### config.mk
export PLATFORM = sky130hd
export DESIGN_NAME = scl_rate_gen
export DESIGN_NICKNAME = d
export VERILOG_FILES = /design/src/rtl/scl_pkg.sv /design/src/rtl/scl_cfg_reg.sv /design/src/rtl/scl_prescaler.sv /design/src/rtl/scl_phase_ctr.sv /design/src/rtl/scl_rate_gen.sv
export SDC_FILE = /design/constraint.sdc
export NUM_CORES = 1
export LEC_CHECK = 0
export BUFFER_PORTS_ARGS = -buffer_cell sky130_fd_sc_hd__buf_4
export CORE_AREA = 8 8 68 70
export CTS_CLUSTER_SIZE = 28
export DETAILED_ROUTE_END_ITERATION = 7
export DIE_AREA = 0 0 76 78
export PLACE_DENSITY = 0.75
export SYNTH_ARGS = -nofsm -noshare
export SYNTH_HDL_FRONTEND = slang
export SYNTH_SLANG_ARGS = --single-unit
### constraint.sdc
create_clock -name clk -period 7.3 [get_ports clk]
set_input_delay 0.365 -clock clk [delete_from_list [all_inputs] [get_ports clk]]
set_output_delay 0.365 -clock clk [all_outputs]
set_load 0.02 [all_outputs]
### src/rtl/scl_pkg.sv
package scl_pkg;

  localparam int unsigned SCL_BASE_TICKS = 20;
  localparam int unsigned SCL_GAP_STEP   = 8;

  function automatic int unsigned scl_max_period(int unsigned gap_w, int unsigned comp_w);
    return SCL_BASE_TICKS + SCL_GAP_STEP * ((1 << gap_w) - 1) + ((1 << comp_w) - 1);
  endfunction

endpackage

### src/rtl/scl_cfg_reg.sv
module scl_cfg_reg #(
  parameter int DIV_W  = 2,
  parameter int GAP_W  = 6,
  parameter int COMP_W = 4,
  localparam int CFG_W = DIV_W + GAP_W
) (
  input  logic              clk,
  input  logic              rst_n,
  input  logic              enable,
  input  logic              cfg_wr,
  input  logic [CFG_W-1:0]  cfg_data,
  input  logic [COMP_W-1:0] comp_in,
  output logic [DIV_W-1:0]  div_q,
  output logic [GAP_W-1:0]  gap_q,
  output logic [COMP_W-1:0] comp_q,
  output logic              armed,
  output logic              restart
);

  logic [DIV_W-1:0]  div_n;
  logic [GAP_W-1:0]  gap_n;
  logic [COMP_W-1:0] comp_n;
  logic              armed_n;

  assign restart = enable & cfg_wr;

  always_comb begin
    div_n   = div_q;
    gap_n   = gap_q;
    comp_n  = comp_q;
    armed_n = armed;
    if (restart) begin
      div_n   = cfg_data[DIV_W-1:0];
      gap_n   = cfg_data[CFG_W-1:DIV_W];
      comp_n  = comp_in;
      armed_n = 1'b1;
    end else if (!enable) begin
      armed_n = 1'b0;
    end
  end

  always_ff @(posedge clk or negedge rst_n) begin
    if (!rst_n) begin
      div_q  <= '0;
      gap_q  <= '0;
      comp_q <= '0;
      armed  <= 1'b0;
    end else begin
      div_q  <= div_n;
      gap_q  <= gap_n;
      comp_q <= comp_n;
      armed  <= armed_n;
    end
  end

  // a write while disabled must not arm the generator
  a_r8_no_arm_when_off: assert property (@(posedge clk) disable iff (!rst_n)
    (!enable) |=> !armed);

endmodule

### src/rtl/scl_prescaler.sv
module scl_prescaler #(
  parameter int DIV_W = 2
) (
  input  logic             clk,
  input  logic             rst_n,
  input  logic             run,
  input  logic             restart,
  input  logic [DIV_W-1:0] div,
  output logic             tick
);

  logic [DIV_W-1:0] cnt_q;
  logic [DIV_W-1:0] cnt_n;
  logic             at_end;

  assign at_end = (cnt_q == div);
  assign tick   = run & at_end;

  always_comb begin
    if (restart || !run || at_end) cnt_n = '0;
    else                           cnt_n = cnt_q + DIV_W'(1);
  end

  always_ff @(posedge clk or negedge rst_n) begin
    if (!rst_n) cnt_q <= '0;
    else        cnt_q <= cnt_n;
  end

  // with a non-zero divide, two ticks never come back to back
  a_r3_tick_spacing: assert property (@(posedge clk) disable iff (!rst_n)
    (tick && div != '0 && !restart) |=> !tick);

  // no tick while stopped
  a_r7_no_tick_idle: assert property (@(posedge clk) disable iff (!rst_n)
    (!run) |-> !tick);

endmodule

### src/rtl/scl_phase_ctr.sv
module scl_phase_ctr #(
  parameter int PER_W = 10
) (
  input  logic             clk,
  input  logic             rst_n,
  input  logic             run,
  input  logic             restart,
  input  logic             tick,
  input  logic [PER_W-1:0] period,
  input  logic [PER_W-1:0] low_len,
  output logic             scl_level
);

  logic [PER_W-1:0] ph_q;
  logic [PER_W-1:0] ph_n;
  logic             wrap;

  assign wrap      = (ph_q == period - PER_W'(1));
  assign scl_level = !(run && (ph_q < low_len));

  always_comb begin
    if (restart || !run) ph_n = '0;
    else if (tick)       ph_n = wrap ? '0 : ph_q + PER_W'(1);
    else                 ph_n = ph_q;
  end

  always_ff @(posedge clk or negedge rst_n) begin
    if (!rst_n) ph_q <= '0;
    else        ph_q <= ph_n;
  end

  // the phase index stays inside one period
  a_r4_phase_bound: assert property (@(posedge clk) disable iff (!rst_n)
    run |-> (ph_q < period));

  // while running undisturbed, SCL only moves after a reference tick
  a_r5_edge_after_tick: assert property (@(posedge clk) disable iff (!rst_n)
    (run && $past(run) && !$past(restart) && (scl_level != $past(scl_level)))
      |-> $past(tick));

endmodule

### src/rtl/scl_rate_gen.sv
module scl_rate_gen #(
  parameter int DIV_W  = 2,
  parameter int GAP_W  = 6,
  parameter int COMP_W = 4,
  localparam int CFG_W = DIV_W + GAP_W,
  localparam int PER_W = $clog2(scl_pkg::scl_max_period(GAP_W, COMP_W) + 1)
) (
  input  logic              clk,
  input  logic              rst_n,
  input  logic              enable,
  input  logic              cfg_wr,
  input  logic [CFG_W-1:0]  cfg_data,
  input  logic [COMP_W-1:0] comp_cnt,
  output logic              ref_tick,
  output logic              scl_level
);

  logic [DIV_W-1:0]  div_q;
  logic [GAP_W-1:0]  gap_q;
  logic [COMP_W-1:0] comp_q;
  logic              armed;
  logic              restart;
  logic [PER_W-1:0]  period;
  logic [PER_W-1:0]  low_len;

  scl_cfg_reg #(.DIV_W(DIV_W), .GAP_W(GAP_W), .COMP_W(COMP_W)) u_cfg (
    .clk(clk), .rst_n(rst_n), .enable(enable), .cfg_wr(cfg_wr),
    .cfg_data(cfg_data), .comp_in(comp_cnt),
    .div_q(div_q), .gap_q(gap_q), .comp_q(comp_q),
    .armed(armed), .restart(restart)
  );

  assign period  = PER_W'(scl_pkg::SCL_BASE_TICKS)
                 + PER_W'(scl_pkg::SCL_GAP_STEP * 32'(gap_q))
                 + PER_W'(comp_q);
  assign low_len = PER_W'((32'(period) + 32'd1) >> 1);

  scl_prescaler #(.DIV_W(DIV_W)) u_pre (
    .clk(clk), .rst_n(rst_n), .run(armed), .restart(restart),
    .div(div_q), .tick(ref_tick)
  );

  scl_phase_ctr #(.PER_W(PER_W)) u_phase (
    .clk(clk), .rst_n(rst_n), .run(armed), .restart(restart),
    .tick(ref_tick), .period(period), .low_len(low_len),
    .scl_level(scl_level)
  );

  // an enabled write opens a low phase on the next cycle
  a_r6_start_low: assert property (@(posedge clk) disable iff (!rst_n)
    restart |=> !scl_level);

  // SCL is released whenever the generator is stopped
  a_r7_idle_released: assert property (@(posedge clk) disable iff (!rst_n)
    (!armed) |-> scl_level);

endmodule

==> results of run 1 <==
## stage by stage
step / setup WS (ps) / hold WS, ps / area [µm²]
global route: 3140 / 246 / 2150
floorplan: 4090 / 69.4 / 1950
CTS: 3340 / 257 / 2150
finish: 3360 / 261 / 2150
global placement: 3900 / 282 / 2110
detailed placement: 3730 / 289 / 2110
## power breakdown
group          switching, mW  internal, mW
Clock                 0.0421        0.0214
Combinational         0.0882        0.0863
Sequential            0.0163         0.150
## kinds of logic after synthesis
family,synth area share [%]
AND/OR/NAND/NOR,17.0
buffers and inverters,2.96
XOR/XNOR,13.4
flip-flops,32.1
adder cells (fa/ha/maj),10.7
other,0.193
AO/OA/AOI/OAI,15.0
multiplexers,8.74
## per-layer routing
| metal | track usage (%) | vias up |
|---|---|---|
| met3 | 2.65 | 6 |
| met2 | 23.1 | 20 |
| li1 | - | 721 |
| met5 | 0 | - |
| met4 | 3.92 | 0 |
| met1 | 15.6 | 681 |
## registers in the layout, summed over array words and instances (netlist names)
name          count
u_cfg.armed       1
u_cfg.comp_q      4
u_cfg.div_q       2
u_cfg.gap_q       6
u_phase.ph_q     10
u_pre.cnt_q       2
## worst max path at each step
stage / start / endpoint / cells after the start
CTS: u_cfg.comp_q[2] / scl_level / 11
floorplan: u_cfg.comp_q[2] / scl_level / 10
global route: u_cfg.comp_q[2] / scl_level / 11
finish: u_cfg.comp_q[2] / scl_level / 11
global placement: u_cfg.comp_q[2] / scl_level / 11
detailed placement: u_cfg.comp_q[2] / scl_level / 11
## synthesized netlist by cell type (2+ instances only)
cell type,number
dfrtp_1,25
xnor2_1,17
ha_1,15
nand2_1,13
mux2_2,12
inv_1,10
nor2_1,9
xor2_1,9
a22o_1,8
nand3_1,8
o31ai_1,8
nor2b_1,5
a21oi_1,4
a21o_1,3
and3_1,3
nor3_1,3
o211ai_1,3
or3_1,3
a31oi_1,2
mux2i_1,2
nand2b_1,2
nand4_1,2
nor3b_2,2
o21ai_0,2
or2_2,2
xnor2_2,2
## layout make-up
type | count | share of cell area [%]
multi-input combinational | 154 | 58.8
sequential | 25 | 29.1
timing repair buffer | 18 | 6.40
tap | 48 | 2.79
inverter | 10 | 1.75
clock buffer | 4 | 1.22
## cells in the final DEF, fill, tap and decap left out, drive strengths merged, types with 5 or more instances in the layout
cell | Yosys | final
a22o | 9 | 9
buf | 3 | 17
dfrtp | 25 | 25
ha | 15 | 15
inv | 10 | 10
mux2 | 13 | 13
nand2 | 13 | 13
nand3 | 9 | 9
nor2 | 9 | 9
nor2b | 5 | 5
o31ai | 8 | 8
xnor2 | 19 | 19
xor2 | 9 | 9
## what timing repair did
item / CTS / global route
endpoints found under the setup margin: 0 / 0
resized for setup: 0 / 0
hold buffers: 1 / 0
hold endpoints to repair: 25 / 0
==> metrics.txt, run 1 <==
worst reg2reg path depth=9; Synth Net Count=224; Max clock buf depth=2; WL final=3.83 mm; largest stage delay on the critical path=520 ps; wire per inst=14.8 µm; slowest CP cell=dfrtp_1; peak supply drop=0.000110 V; Tmin final=3940 ps; Post-synth EDFFs=0; Crit Path Class=flop to output pin; Hold Path Origin=enable; # port buffers=17; Cell variety after synth=44; r2r endpoint=u_phase.ph_q[8]; Fin. Hold Viols=0; Vias=1428; Avg Vias per Cell=5.51; GRT Total Usage=13.1%; Pre-antenna DRT Iters=4; fin crit share=53.9%; top layer in use=met4; Worst Hold Class=primary input to flop; outcome=finished clean; FFs w/ async S/R, synth=100%; Antenna Cells=0; Synth Warn #=0; worst endpoint data arrival time=3570 ps; crit end category=output pin; minimum setup slack among reg-to-reg paths=3750 ps; WL met1=1.71 mm; maxcap violations=0; Rows=22; Worst Hold Path EP=u_cfg.armed; Die H=78 µm; register area=626 µm²; largest net degree at the start of global routing=26; layout cells sized above 1=21.8%; Starting Density=54.8%; nets=244; post-synthesis sequential area ratio=32.1%; initial antenna violation count=0; startpoint class of the critical path=flop; final total power=0.404 mW; Overflow after GRT=0; TritonCTS sink count=25; CP max FO=7; CTS buffer count=3; vias in the first global route=1516; post-synth top area share=32.1%; Clock Skew=4.81 ps; fillers=287; Pleak=1.01 nW; CTS tree=done; Area growth syn-to-layout=10.5%; cell area after synthesis=1950 µm²; Critical Path RT=6930 ps; initial DRC count=123; Synth area leader=dfrtp_1; Post-CTS Setup Inserts=0; Final Core Density=60.6%; Worst-path clk slew=130 ps; setup repair after global routing missed its margin=no; die area=5930 µm²; beginning of the worst register-to-register path=u_cfg.comp_q[2]; Crit path max-delay family=simple AND/OR/NAND/NOR gates; Area contributors post-synth=dfrtp_1, ha_1, xnor2_1, mux2_2, xor2_1; Primary FF master, synth=dfrtp_1; final setup TNS=0 ps; Hold Path Depth=2; GP Congestion=0.814; Mapped Cells=192; synthesized area per cell=10.1 µm²; PwrDens=188 nW/µm²; Slew Limit Fails=0; fmax=254 MHz; # setup viols final=0; flops & latches, synth=25; first-pass GRT wire length=6.58 mm; Worst Tran Pin Value=663 ps; DRC=0; relative max-transition margin=55.8%; Post-DP HPWL=3.07 mm; Die W=76 µm; multi-input logic area=1260 µm²; maximum level of the CTS H-tree=1; Met2 Routed Length=1.93 mm; Core Region=3550 µm²; I/O Pins=18; Final Non-Filler Cells=259; met3 wire length=130 µm; Inst Count DP=254; Buf/Inv on CP=2; clk_lat worst skew=320 ps; ANT nets after route=0; root buffer cell=clkbuf_4; CP cell instances=inv_1, fa_1, xnor2_2, or3_2, nor3b_1, o211ai_1, ha_1, a211o_1, nor3_1, a21oi_1, buf_4
Note: power is estimated with default switching activity, not from simulation.
==> run 2, diff against run 1 <==
--- a/config.mk
+++ b/config.mk
@@ -5,12 +5,13 @@
 export SDC_FILE = /design/constraint.sdc
 export NUM_CORES = 1
 export LEC_CHECK = 0
+export ABC_AREA = 1
 export BUFFER_PORTS_ARGS = -buffer_cell sky130_fd_sc_hd__buf_4
-export CORE_AREA = 8 8 68 70
+export CORE_AREA = 8 8 73 75
 export CTS_CLUSTER_SIZE = 28
 export DETAILED_ROUTE_END_ITERATION = 7
-export DIE_AREA = 0 0 76 78
-export PLACE_DENSITY = 0.75
+export DIE_AREA = 0 0 81 83
+export PLACE_DENSITY = 0.74
 export SYNTH_ARGS = -nofsm -noshare
 export SYNTH_HDL_FRONTEND = slang
 export SYNTH_SLANG_ARGS = --single-unit
==> constraint.sdc (replaced) <==
create_clock -name clk -period 3.6 [get_ports clk]
set_input_delay 0.18 -clock clk [delete_from_list [all_inputs] [get_ports clk]]
set_output_delay 0.18 -clock clk [all_outputs]
set_load 0.02 [all_outputs]
==> metrics.txt, run 2 <==
outcome=finished clean; Largest register FFs=10; nets=344; # setup viols final=0; setup repair after global routing missed its margin=no; TritonCTS sink count=25; Tmin final=3390 ps; fmax=295 MHz; CP max FO=8; GRT Total Usage=13.9%; vias in the first global route=1858; Area contributors post-synth=dfrtp_1, nand2_1, ha_1, nand3_1, nor2_1; Synth Net Count=326; Setup WS post-layout=207 ps; CTS tree=done; Post-synth EDFFs=0; Synth area leader=dfrtp_1; GP Congestion=0.846; clk_lat worst skew=270 ps; met2 GRT Util=23.4%; Cell variety after synth=33; final total power=0.885 mW; worst endpoint data arrival time=3210 ps; Post-DP HPWL=3.54 mm; Crit Path Class=flop to output pin; synthesized area per cell=7.44 µm²; Commonest cells post-synth=nand2_1, nor2_1, dfrtp_1, inv_1, nand3_1; Biggest register=u_phase.ph_q; met3 Use GR=1.94%; Pre-antenna DRT Iters=4; Slew Limit Fails=0; crit end category=output pin; first-pass GRT wire length=7.92 mm; Rows=24; Max clock buf depth=2; final setup TNS=0 ps; Final Non-Filler Cells=363; layout cells sized above 1=23.8%; peak supply drop=0.000201 V; most frequent cells in the layout=nand2_1, nor2_1, inv_1, dfrtp_1, nand3_1; I/O Pins=18; PwrDens=367 nW/µm²; maximum level of the CTS H-tree=1; Overflow after GRT=0; WL final=4.42 mm; die area=6720 µm²; Core Region=4200 µm²; startpoint class of the critical path=flop; Avg Vias per Cell=5.17; Top Registers=u_phase.ph_q x10, u_cfg.gap_q x6, u_cfg.comp_q x4; top-count cell post-synth=nand2_1; largest net degree at the start of global routing=26; Worst Hold Class=primary input to flop; final instance area=2410 µm²; Synth Warn #=0; Area growth syn-to-layout=10.2%; CTS buffer count=3; leading cell type in the layout, fill and taps excluded=nand2_1; flops & latches, synth=25; Pleak=1.18 nW; Place WS=545 ps; # port buffers=17; FFs w/ async S/R, synth=100%; DRC=0; Starting Density=52.0%; ANT nets after route=0; wire per inst=12.2 µm; root buffer cell=clkbuf_8; Antenna Cells=0; Die W=81 µm; Clock Skew=4.56 ps; initial DRC count=111; post-synthesis sequential area ratio=28.6%; Critical Path RT=3420 ps; cell area after synthesis=2190 µm²; Mapped Cells=294; maxcap violations=0; Inst Count DP=358; initial antenna violation count=0; Fin. Hold Viols=0; Die H=83 µm; Primary FF master, synth=dfrtp_1; Worst Tran Pin Value=708 ps; Vias=1876; Worst-path clk slew=90 ps; met1 usage=18.1%; GRT busiest layer=met2; dpl cell area=2350 µm²; post-synth top area share=28.6%; fin crit share=94.2%; relative max-transition margin=52.7%; cts repair resizes=0
run 2: cell count changes in the layout (fill, tap and decap cells not counted), sizes merged, moves of 15 or more:
cell,delta
xnor2,-15
inv,+23
nand2,+80
nand3,+18
nor2,+27
run 2: cells by family after synthesis:
group,after synthesis,synth area share [%]
simple gates,165,38.6
buf+inv,39,7.09
compound gates,31,8.98
flops,25,28.6
fa+ha+maj,16,9.50
xor+xnor,15,6.01
mux,2,1.03
other cells,1,0.171
run 2: cell type report:
type                            count  area [µm²]
Sequential cell                    25         626
Clock inverter                      1        5.00
Fill cell                         411        1790
Timing Repair Buffer               18         138
Inverter                           34         129
Clock buffer                        3        41.3
Multi-Input combinational cell    230        1410
Tap cell                           52        65.1
run 2: worst paths after layout:
check | startpoint | end | slack [ps] | cells after the start
hold reg to reg | u_pre.cnt_q[0] | u_pre.cnt_q[0] | 500 | 1
hold / removal | enable | u_cfg.armed | 120 | 3
setup / recovery | u_cfg.comp_q[2] | scl_level | 210 | 16
max in group asynchronous | rst_n | u_phase.ph_q[0] | 3010 | 2
min in group asynchronous | rst_n | u_cfg.gap_q[4] | 330 | 2
setup reg to reg | u_cfg.comp_q[2] | u_phase.ph_q[0] | 1030 | 16
run 2: where the power goes:
| group | switching, mW | internal (mW) |
|---|---|---|
| sequential | 0.0357 | 0.307 |
| clock | 0.0949 | 0.0776 |
| combinational | 0.232 | 0.138 |
| total | 0.362 | 0.522 |
run 2: what timing repair did:
| item | 4_1_cts | 5_1_grt |
|---|---|---|
| hold endpoints to repair | 25 | 0 |
| setup buffers | 0 | 0 |
| hold buffers | 1 | 0 |
run 2: metal layers:
metal | vias to the layer above | share of wire, % | routed length, µm
met5 | - | 0 | 0
met4 | 0 | 0.48 | 21
met3 | 2 | 2.4 | 107
met2 | 30 | 49 | 2150
met1 | 877 | 48 | 2140
li1 | 967 | - | -
run 2: worst max-delay path, cell delays in order (launching register included):
cell,delay (ps)
dfrtp_1,550
inv_1,170
fa_1,490
inv_2,70
nand2_1,70
nand2_4,140
clkinv_2,100
nor2_1,150
nand4_1,120
o21ai_0,190
inv_1,70
ha_1,270
nand2_1,60
nor2_1,130
o211ai_1,100
nand4_1,100
buf_4,150
run 2: stage by stage:
stage	hold WS (ps)	util, %
final	120	57.3
after global routing	127	57.3
after detailed placement	108	56.0
after floorplan	-116	-
after global placement	104	56.0
after CTS	120	57.3
==> run 3, diff against run 2 <==
--- a/config.mk
+++ b/config.mk
@@ -7,11 +7,11 @@
 export LEC_CHECK = 0
 export ABC_AREA = 1
 export BUFFER_PORTS_ARGS = -buffer_cell sky130_fd_sc_hd__buf_4
-export CORE_AREA = 8 8 73 75
+export CORE_AREA = 8 8 74 76
 export CTS_CLUSTER_SIZE = 28
 export DETAILED_ROUTE_END_ITERATION = 7
-export DIE_AREA = 0 0 81 83
-export PLACE_DENSITY = 0.74
+export DIE_AREA = 0 0 82 84
+export PLACE_DENSITY = 0.72
 export SYNTH_ARGS = -nofsm -noshare
 export SYNTH_HDL_FRONTEND = slang
 export SYNTH_SLANG_ARGS = --single-unit
==> metrics.txt, run 3 (synthesis gave the netlist of run 2 again) <==
Setup WS post-layout=374 ps; Vias=1828; r2r endpoint=u_phase.ph_q[0]; wire per inst=11.8 µm; Avg Vias per Cell=4.99; # setup viols final=0; CTS tree=done; initial antenna violation count=0; Crit path max-delay family=simple AND/OR/NAND/NOR gates; Worst Hold Class=primary input to flop; fmax=310 MHz; initial DRC count=96; Antenna Cells=0; fillers=426; most frequent cells in the layout=nand2_1, nor2_1, inv_1; CP cell instances=inv_1, fa_1, inv_2, nand2_1, nand2_4, clkinv_2, nor2_1, nand4_1, o21ai_0, inv_1, ha_1, nand2_1, nor2_1, o211ai_1, nand4_1, buf_4; Inst Count DP=358; largest net degree at the start of global routing=26; Core Region=4260 µm²; Die W=82 µm; beginning of the worst register-to-register path=u_cfg.comp_q[2]; leading cell type in the layout, fill and taps excluded=nand2_1; Tmin final=3230 ps; Hold Path Depth=3; GP Congestion=0.835; CP max FO=6; die area=6890 µm²; worst endpoint data arrival time=3050 ps; Overflow after GRT=0; WL final=4.32 mm; Final Non-Filler Cells=366; Max clock buf depth=2; Largest register FFs=10; Top Registers=u_phase.ph_q x10, u_cfg.gap_q x6, u_cfg.comp_q x4; Fin. Hold Viols=0; nets=347; layout cells sized above 1=24.8%; TritonCTS sink count=25; DRC=0; Starting Density=51.3%; relative max-transition margin=51.7%; vias in the first global route=1831; Rows=24; root buffer cell=clkbuf_8; setup repair after global routing missed its margin=no; maxcap violations=0; clk_lat worst skew=270 ps; outcome=finished clean; Crit Path Class=flop to output pin; Pre-antenna DRT Iters=4; Area growth syn-to-layout=11.3%; Hold Path Origin=enable; Slew Limit Fails=0; I/O Pins=18; Worst-path clk slew=90 ps; minimum setup slack among reg-to-reg paths=1240 ps; Biggest register=u_phase.ph_q; Die H=84 µm; Pleak=1.19 nW; Buf/Inv on CP=5; maximum level of the CTS H-tree=1; final setup TNS=0 ps; Critical Path RT=3420 ps; worst reg2reg path depth=16; Hold Slack=105 ps; first-pass GRT wire length=7.58 mm; Post-DP HPWL=3.42 mm; fin crit share=89.6%; largest stage delay on the critical path=480 ps; # port buffers=17; Clock Skew=2.31 ps; Place WS=501 ps; Worst Tran Pin Value=723 ps; startpoint class of the critical path=flop; register area=627 µm²; peak supply drop=0.000201 V; PwrDens=366 nW/µm²; multi-input logic area=1410 µm²; CTS buffer count=3; crit end category=output pin; ANT nets after route=0; Worst Hold Path EP=u_cfg.armed; slowest CP cell=fa_1; GRT Total Usage=13.3%
==> run 3: cell count changes in the layout (fill, tap and decap cells not counted), sizes merged <==
cell and delta:
buf +3
==> run 3: power by group <==
group / internal [mW] / total (mW) / switching [mW] / leakage (nW)
clock: 0.0777 / 0.175 / 0.0969 / 0.0255
combinational: 0.142 / 0.374 / 0.231 / 0.857
sequential: 0.307 / 0.341 / 0.0341 / 0.309
total: 0.527 / 0.890 / 0.362 / 1.19
==> run 3: area by class of cell <==
class / count / share of cell area [%]
inverter: 34 / 5.30
sequential: 25 / 25.8
timing repair buffer: 21 / 6.58
clock buffer: 3 / 1.70
tap: 52 / 2.67
multi-input combinational: 230 / 57.8
clock inverter: 1 / 0.206
==> run 3: worst register-to-register path, cell delays in order, from the launching register on <==
cell and delay, ps:
dfrtp_2 420, inv_1 110, fa_1 480, nand2_4 160, nand2_2 90, nor2_2 110
nand2_1 110, nand2_4 100, nand2_2 50, nand2_2 60, inv_2 30, nand2_1 40
nand2_1 50, nor2_2 120, nand2_2 100, nand2_4 160, a21oi_2 70
==> run 3: how the worst max path moves through the flow <==
stage                          from   endpoint  slack (ps)  cells after the start
finish              u_cfg.comp_q[2]  scl_level         370                     16
global route        u_cfg.comp_q[2]  scl_level          50                     16
CTS                 u_cfg.comp_q[2]  scl_level         160                     16
detailed placement  u_cfg.comp_q[2]  scl_level         500                     16
global placement    u_cfg.comp_q[2]  scl_level         620                     16
floorplan           u_cfg.comp_q[2]  scl_level         880                     16
==> run 3: stage by stage <==
step	total power, mW	utilization (%)	cell area, µm²
2_1_floorplan	0.639	-	2190
6_report	0.890	57.1	2430
5_1_grt	0.963	57.1	2430
3_3_place_gp	0.706	55.2	2350
3_5_place_dp	0.714	55.2	2350
4_1_cts	0.892	56.5	2410
==> run 3: layer usage <==
layer	wire length, µm	track usage [%]	up-vias
met4	65	3.51	0
met2	2060	22.3	23
li1	-	-	973
met5	0	0	-
met1	2080	16.5	825
met3	116	2.48	7
==> run 3: repair_timing <==
action                     in CTS  in global routing
hold buffers                    1                  0
hold endpoints to repair       25                  0
resized for setup               0                  1
setup buffers                   0                  3
setup endpoints to repair       0                  1
